$ cat src/rtl/edac_sec_ded.sv
module edac_sec_ded (
  input  logic        clk,
  input  logic        rst_n,
  input  logic        mode_hi,
  input  logic        mode_lo,
  input  logic [15:0] data_in,
  input  logic [5:0]  chk_in,
  output logic [15:0] data_out,
  output logic        data_oe,
  output logic [5:0]  chk_out,
  output logic        chk_oe,
  output logic        err_single,
  output logic        err_double
);
  localparam int DW = 16;
  localparam int CW = 6;
  localparam logic [CW-1:0] INV_MASK = 6'b000011;

  function automatic logic [CW-1:0] col(input int i);
    case (i)
      0: col = 6'd13;   1: col = 6'd14;   2: col = 6'd19;   3: col = 6'd21;
      4: col = 6'd22;   5: col = 6'd25;   6: col = 6'd26;   7: col = 6'd28;
      8: col = 6'd35;   9: col = 6'd37;  10: col = 6'd38;  11: col = 6'd41;
      12: col = 6'd42; 13: col = 6'd44;  14: col = 6'd49;  default: col = 6'd50;
    endcase
  endfunction

  function automatic logic [CW-1:0] gen(input logic [DW-1:0] d);
    logic [CW-1:0] c;
    c = '0;
    for (int i = 0; i < DW; i++)
      if (d[i]) c = c ^ col(i);
    return c ^ INV_MASK;
  endfunction

  logic [DW-1:0] data_q;
  logic [CW-1:0] chk_q;
  logic          hi_d;
  logic          hi_rise;
  logic [CW-1:0] syn;
  logic [DW-1:0] fix;
  logic          one_chk;

  assign hi_rise = mode_hi && !hi_d;

  always_ff @(posedge clk or negedge rst_n) begin
    if (!rst_n) begin
      hi_d   <= 1'b0;
      data_q <= '0;
      chk_q  <= INV_MASK;
    end else begin
      hi_d <= mode_hi;
      if (hi_rise) begin
        data_q <= data_in;
        chk_q  <= chk_in;
      end
    end
  end

  assign syn = gen(data_q) ^ chk_q;

  always_comb begin
    for (int i = 0; i < DW; i++)
      fix[i] = (syn == col(i));
  end

  assign one_chk    = ($countones(syn) == 1);
  assign err_single = (|fix) || one_chk;
  assign err_double = (syn != '0) && !err_single;

  assign data_out = data_q ^ fix;
  assign data_oe  = mode_hi && !mode_lo;
  assign chk_oe   = !mode_lo;
  assign chk_out  = (!mode_hi && !mode_lo) ? gen(data_in) : syn;

  p_flags_excl_r10: assert property (@(posedge clk) disable iff (!rst_n)
    !(err_single && err_double));
  p_capture_r3: assert property (@(posedge clk) disable iff (!rst_n)
    (mode_hi && !hi_d) |=> (data_q == $past(data_in)) && (chk_q == $past(chk_in)));
  p_hold_r3: assert property (@(posedge clk) disable iff (!rst_n)
    (hi_d && mode_hi) |=> $stable(data_q) && $stable(chk_q));
  p_oe_r2: assert property (@(posedge clk) disable iff (!rst_n)
    data_oe |-> chk_oe);
  p_clean_r5: assert property (@(posedge clk) disable iff (!rst_n)
    (syn == '0) |-> (!err_single && !err_double && data_out == data_q));
  p_chkerr_nofix_r7: assert property (@(posedge clk) disable iff (!rst_n)
    one_chk |-> (data_out == data_q));
  p_double_nofix_r8: assert property (@(posedge clk) disable iff (!rst_n)
    err_double |-> (data_out == data_q));
  p_single_fix_r6: assert property (@(posedge clk) disable iff (!rst_n)
    ($countones(data_out ^ data_q) <= 1));
endmodule

$ cat config.mk
export PLATFORM = sky130hd
export DESIGN_NAME = edac_sec_ded
export DESIGN_NICKNAME = d
export VERILOG_FILES = /design/src/rtl/edac_sec_ded.sv
export SDC_FILE = /design/constraint.sdc
export NUM_CORES = 1
export LEC_CHECK = 0
export BUFFER_PORTS_ARGS = -buffer_cell sky130_fd_sc_hd__buf_2
export CAP_MARGIN = 20
export CORE_UTILIZATION = 54
export DETAILED_ROUTE_END_ITERATION = 10
export PLACE_DENSITY = 0.85
export RECOVER_POWER = 25
export SETUP_SLACK_MARGIN = 0.15
export SLEW_MARGIN = 20
export SYNTH_ARGS = -nofsm -noshare
export SYNTH_HDL_FRONTEND = slang
export SYNTH_SLANG_ARGS = --single-unit
$ cat constraint.sdc
create_clock -name clk -period 5.9 [get_ports clk]
set_clock_uncertainty 0.2 [all_clocks]
set_input_delay 1.475 -clock clk [delete_from_list [all_inputs] [get_ports clk]]
set_output_delay 1.475 -clock clk [all_outputs]
set_load 0.01 [all_outputs]
==> results.md, run 1 <==
* Largest net degree at the start of global routing at 24
* Max FO, Critical Path at 3
* GRT overflow at 0
* GPL Wtd Cong at between 0.8 and 0.9
* Clock slew at reported path FFs at 0.08 ns
* Synth-to-Final Area Change at 23.5%
* Final antenna-violating net count at 0
* CTS tree: built
* Setup crit end kind: primary output
* Initial antenna violation count at 0
* Synth Register Bits at 23
* Number of global-route vias before repair at about 1600
* Antenna Cells at 0
* Dpl hpwl at approximately 3.9 mm
* Least-Margin Pin Slew at ~1.2 ns
* Die H at roughly 66 um
* Fin worst setup slack at around 0.21 ns
* Total Wirelength at ~5.2 mm
* Fmax at ~180 MHz
* Initial Util at approximately 58%
* Vias at 1728
* CTS Buffer Depth at 2
* Mapped Cells at between 200 and 250
* CTS H-tree lvls at 1
* Yosys warning count at 0
* Boundary pin count at 52
* Post-CTS Hold Fix Bufs at 0
* Synth area leaders: xnor2_1 (28%), dfrtp_1 (24%), mux2_2 (11%)
* RSZ-0062 raised after global routing: true
* Die W at 65.5 um
* Pins over their slew limit at 0
* Max-cap violations at 0
* Worst setup SP type: register
* Asr flop ratio synth at 100%
* Clk sink count at 23
* Place WS at between 0.2 and 0.3 ns
* Cell Area, Synth at roughly 2200 um2
* Area leader, netlist: xnor2_1
* Worst-Skew Late Latency at 0.27 ns
* NumNets Final at 310
* Dpl cells at approximately 300
* Crit path arrival time at approximately 4 ns
* Vias per inst at between 5 and 6
* Drt pass-1 iters at 4
* Cell row count at 22
* Post-synthesis sequential area ratio at a little over a quarter
* EDFF count, synth at 0
* First-pass GRT wire length at slightly below 8 mm
* Layout cells sized above 1 at between 40 and 50%
* Yosys top cell area share at about 28%
* Critical path type: register to primary output
* CORE AREA at 3770 um2
* Top cells by count, synth: xnor2_1 (70), mux2_2 (22), dfrtp_1 (21), nand3_1 (13), nor2_1 (10)
* CTS root buffer: clkbuf_8
* Die area at approximately 4300 um2
* Top FF cell, synth: dfrtp_1
* CTS buffer count at 3
* Unique masters post-synth at 38
* Routed len/inst at around 16 um
* Syn avg cell area at around 10 um2
* Final Non-Filler Cells at 323
* Final setup violation count at 0
* Tmin final at roughly 5.7 ns
* IO buf count at 51
* Outcome: completed
* Critical Path RT at 4.22 ns
* Most frequent cell after synthesis: xnor2_1
* Worst slew margin at 17.4%
* Final setup TNS at 0 ns
* Tot GR Track Use at between 20% and 30%
* # DRC at 0
* Hold crit path type: register to register
* Final period util at between 90% and 100%
* DRT iter0 DRCs at approximately 210
* Final Hold Fails at 0
* Syn nets at about 240
-- path summary, 6_finish.rpt --
path,startpoint,to,slack (ns),cells after the start
max,data_q[7]$_DFFE_PN0P_,err_double,0.21,13
min,chk_q[5]$_DFFE_PN0P_,chk_q[5]$_DFFE_PN0P_,0.33,1
max reg2reg,hi_d$_DFF_PN0_,data_q[6]$_DFFE_PN0P_,3.94,2
min reg2reg,chk_q[5]$_DFFE_PN0P_,chk_q[5]$_DFFE_PN0P_,0.33,1
max in group asynchronous,rst_n,data_q[7]$_DFFE_PN0P_,3.44,1
min in group asynchronous,rst_n,chk_q[3]$_DFFE_PN0P_,1.24,1
-- critical path: stages (launching register included) --
cell,delay (ns)
dfrtp_2,0.43
xnor2_2,0.20
xor3_2,0.48
xnor2_2,0.21
inv_2,0.07
fa_1,0.54
fa_1,0.43
ha_2,0.19
fa_1,0.48
nor2_1,0.05
a32o_1,0.20
a211oi_2,0.17
and3_1,0.17
buf_2,0.12
-- metal layers --
layer | up-vias | share of wire (%) | track usage [%]
li1 | 825 | - | -
met1 | 808 | 42 | 33.8
met2 | 82 | 51 | 41.1
met3 | 13 | 5.0 | 1.74
met4 | 0 | 1.9 | 9.24
met5 | - | 0 | 0
-- layout make-up --
cell class / instances / area, um2
Multi-Input combinational cell: 174 / 1600
Fill cell: 286 / 1080
Clock inverter: 1 / 5.00
Clock buffer: 3 / 41.3
Tap cell: 48 / 60.1
Sequential cell: 23 / 584
Inverter: 6 / 22.5
Timing Repair Buffer: 68 / 380
-- registers in the layout, summed over array words and instances (netlist names) --
signal  flops
data_q     16
chk_q       6
hi_d        1
-- cells in the final DEF, fill, tap and decap left out, types with 2 or more instances in the layout --
cell type	count
clkbuf_1	2
inv_2	3
nor3_1	3
a21oi_1	5
buf_2	49
o21ai_0	2
fa_1	3
ha_1	4
clkbuf_8	3
xnor2_1	65
xnor2_2	8
xor2_1	8
buf_4	17
and3_1	2
dfrtp_1	16
dfstp_2	2
dfrtp_2	5
mux2_2	22
inv_1	3
xnor3_1	2
nand2_1	7
nand3_1	13
nor2_1	10
-- what timing repair did --
item	in CTS	in global routing
endpoints found under the setup margin	2	2
gates resized for setup	7	4
buffers inserted	4	10
pin swaps	2	8
-- through the flow --
step	utilization [%]	instance area (um2)	hold WS, ns
6_report	71.4	2690	0.332
5_1_grt	71.4	2690	0.352
4_1_cts	69.1	2610	0.340
3_5_place_dp	66.2	2500	0.322
3_3_place_gp	66.2	2500	0.315
2_1_floorplan	-	2180	0.301
-- cells by family after synthesis --
logic type      share of synthesized area [%]
flops                                    26.5
xor+xnor                                 39.7
simple gates                             10.2
fa+ha+maj                                5.63
buf+inv                                  2.12
compound gates                           3.73
mux                                      12.1
Power of run 1 is left out: the tool's default activity adds up to more than one toggle a clock period on the data nets, which glitch-free logic cannot reach.
==> run 2, diff against run 1 <==
CORE_UTILIZATION = 50   (was 54)
PLACE_DENSITY = 0.8   (was 0.85)
==> run 2 against run 1 <==
  * Via count shrank 2.8%
  * Non-clock buffer count shrank 2
  * Cell count is the same
  * Hold slack gained 0.0068 ns
  * Setup slack gained 0.034 ns
  * Critical path type unchanged
  * Flip-flop and latch count is the same
  * First-iteration DRC count shrank 25%
  * Sequential share of layout area shrank 0.22 points
  * Fmax grew 0.61%
  * Core utilization shrank 5.0 points
  * Count of clock-buffer cells in the layout is the same
  * Design area grew 0.79%
==> results.md, run 2 (synthesis gave the netlist of run 1 again) <==
* Outcome: completed (unchanged)
* Tmin final at 5.66 ns (was 5.69 ns)
* CTS root buffer: clkbuf_8 (unchanged)
* Met3 GRT Util at 2.33% (was 1.74%)
* Largest net degree at the start of global routing at 24 (unchanged)
* Drt pass-1 iters at 4 (unchanged)
* Dpl hpwl at 3.84 mm (was 3.88 mm)
* CORE AREA at 4090 um2 (was 3770 um2)
* GRT overflow at 0 (unchanged)
* DRT iter0 DRCs at 160 (was 214)
* GR Util met1 at 33.3% (was 33.8%)
* Largest delay contributor family on the critical path: adder cells (unchanged)
* NumNets Final at 308 (was 310)
* First-pass GRT wire length at 7.91 mm (was 7.90 mm)
* CTS Buffer Depth at 2 (unchanged)
* Die H at 68.0 um (was 65.5 um)
* Hold Path Origin: chk_q[2]$_DFFE_PN0P_ (was chk_q[5]$_DFFE_PN0P_)
* Final antenna-violating net count at 0 (unchanged)
* Worst slew margin at 18.1% (was 17.4%)
* IO buf count at 51 (unchanged)
* Fmax at 177 MHz (was 176 MHz)
* CTS H-tree lvls at 1 (unchanged)
* Tot GR Track Use at 23.7% (was 24.8%)
* R2r setup slk at 4.25 ns (was 3.94 ns)
* Vias at 1679 (was 1728)
* Regs by FF count: data_q x16, chk_q x6, hi_d x1 (unchanged)
* Post-CTS Hold Fix Bufs at 0 (unchanged)
* Vias per inst at 5.20 (was 5.35)
* Most used cell, CP: fa_1 (unchanged)
* Final setup TNS at 0 ns (unchanged)
* Hold crit path type: register to register (unchanged)
* Total Wirelength at 5.02 mm (was 5.23 mm)
* Synth-to-Final Area Change at 24.5% (was 23.5%)
* Pins over their slew limit at 0 (unchanged)
* RSZ-0062 raised after global routing: false (was true)
* Hold Path Sink: chk_q[2]$_DFFE_PN0P_ (was chk_q[5]$_DFFE_PN0P_)
* Routed len/inst at 15.5 um (was 16.2 um)
* CTS tree: built (unchanged)
* Antenna Cells at 0 (unchanged)
* CP bufs+invs at 2 (unchanged)
* GPL Wtd Cong at 0.899 (was 0.867)
* Number of global-route vias before repair at 1619 (was 1624)
* Critical Path RT at 4.22 ns (about the same)
* Fillers at 345 (was 286)
* Initial Util at 53.3% (was 57.8%)
* CTS buffer count at 3 (unchanged)
* Final setup violation count at 0 (unchanged)
* Hold-critical path depth at 1 (unchanged)
* Critical path type: register to primary output (unchanged)
* Critical path's largest stage delay at 0.50 ns (was 0.54 ns)
* Boundary pin count at 52 (unchanged)
* Most frequent cells in the layout: xnor2_1 (61), buf_2 (49), mux2_2 (22) (was xnor2_1 (65), buf_2 (49), mux2_2 (22))
* Cells along the critical path: xnor2_2, xor3_2, xnor2_2, inv_2, fa_1, fa_1, ha_2, fa_1, nor2_1, a32o_1, a211oi_2, and3_1, buf_2 (unchanged)
* Top reg by flops: data_q (unchanged)
* Final Hold Fails at 0 (unchanged)
* Crit-path slowest cell: fa_1 (unchanged)
* Met2 usage at 37.9% (was 41.1%)
* Largest register FFs at 16 (unchanged)
* Initial antenna violation count at 0 (unchanged)
* Die W at 68.0 um (was 65.5 um)
* # DRC at 0 (unchanged)
* Layout cells sized above 1 at 44.7% (was 44.0%)
* Max FO, Critical Path at 4 (was 3)
* Crit path arrival time at 3.99 ns (was 4.02 ns)
* Worst-Skew Late Latency at 0.27 ns (about the same)
* Die area at 4630 um2 (was 4290 um2)
* Reg2reg path depth at 2 (unchanged)
* Max-cap violations at 0 (unchanged)
* Final period util at 95.9% (was 96.5%)
* Least-Margin Pin Slew at 1.23 ns (was 1.24 ns)
* RR Startpoint: hi_d$_DFF_PN0_ (unchanged)
* Commonest non-fill, non-tap cell in the layout: xnor2_1 (unchanged)
* Worst setup SP type: register (unchanged)
* Cell row count at 23 (was 22)
* Setup crit end kind: primary output (unchanged)
* Global route hottest layer: met2 (unchanged)
* Reg-to-reg endpoint: data_q[1]$_DFFE_PN0P_ (was data_q[6]$_DFFE_PN0P_)
* Clk sink count at 23 (unchanged)
* Clock slew at reported path FFs at 0.08 ns (about the same)
==> run 2: cell count changes in the layout (fill, tap and decap cells not counted) <==
| cell | before | now |
|---|---|---|
| xnor2_1 | 65 | 61 |
| buf_4 | 17 | 15 |
| xnor2_2 | 8 | 12 |
| dfrtp_1 | 16 | 17 |
| dfrtp_2 | 5 | 4 |
| nor2b_4 | 0 | 1 |
| nor2b_2 | 1 | 0 |
==> run 2: layout make-up <==
class,instances,area (um2),share of cell area [%]
Sequential cell,23,583,21.5
Multi-Input combinational cell,174,1630,60.2
Timing Repair Buffer,66,365,13.5
Inverter,6,22.5,0.830
Clock buffer,3,41.3,1.52
Tap cell,50,62.6,2.31
Clock inverter,1,5.00,0.185
==> run 2: what timing repair did <==
action	CTS	global route
gates resized for setup	7	7
gates cloned	0	0
pin swaps	3	8
setup endpoints to repair	2	2
buffers inserted	5	7
==> run 2: stage by stage <==
step                      util (%)  setup slack [ns]  cells  hold WS (ns)  instance area (um2)
after floorplan                  -             0.432    209         0.301                 2180
after global placement        61.1             0.437    307         0.316                 2500
after detailed placement      61.1             0.346    307         0.318                 2500
after CTS                     63.9             0.151    316         0.337                 2610
after global routing          66.4             0.111    323         0.372                 2710
final                         66.4             0.240    323         0.339                 2710
==> run 2: metal layers <==
| layer | vias to the layer above | wire, um |
|---|---|---|
| li1 | 824 | - |
| met1 | 793 | 2410 |
| met2 | 53 | 2340 |
| met3 | 9 | 169 |
| met4 | 0 | 98 |
| met5 | - | 0 |
==> run 2: how the worst max path moves through the flow <==
stage / start / endpoint / slack [ns] / cells after the start
3_3_place_gp: data_q[6]$_DFFE_PN0P_ / err_double / 0.44 / 13
5_1_grt: data_q[3]$_DFFE_PN0P_ / err_double / 0.11 / 12
2_1_floorplan: data_q[6]$_DFFE_PN0P_ / err_double / 0.43 / 12
4_1_cts: data_q[11]$_DFFE_PN0P_ / err_double / 0.15 / 13
3_5_place_dp: data_q[6]$_DFFE_PN0P_ / err_double / 0.35 / 13
6_report: data_q[7]$_DFFE_PN0P_ / err_double / 0.24 / 13
Power of run 2 is left out for the same reason.
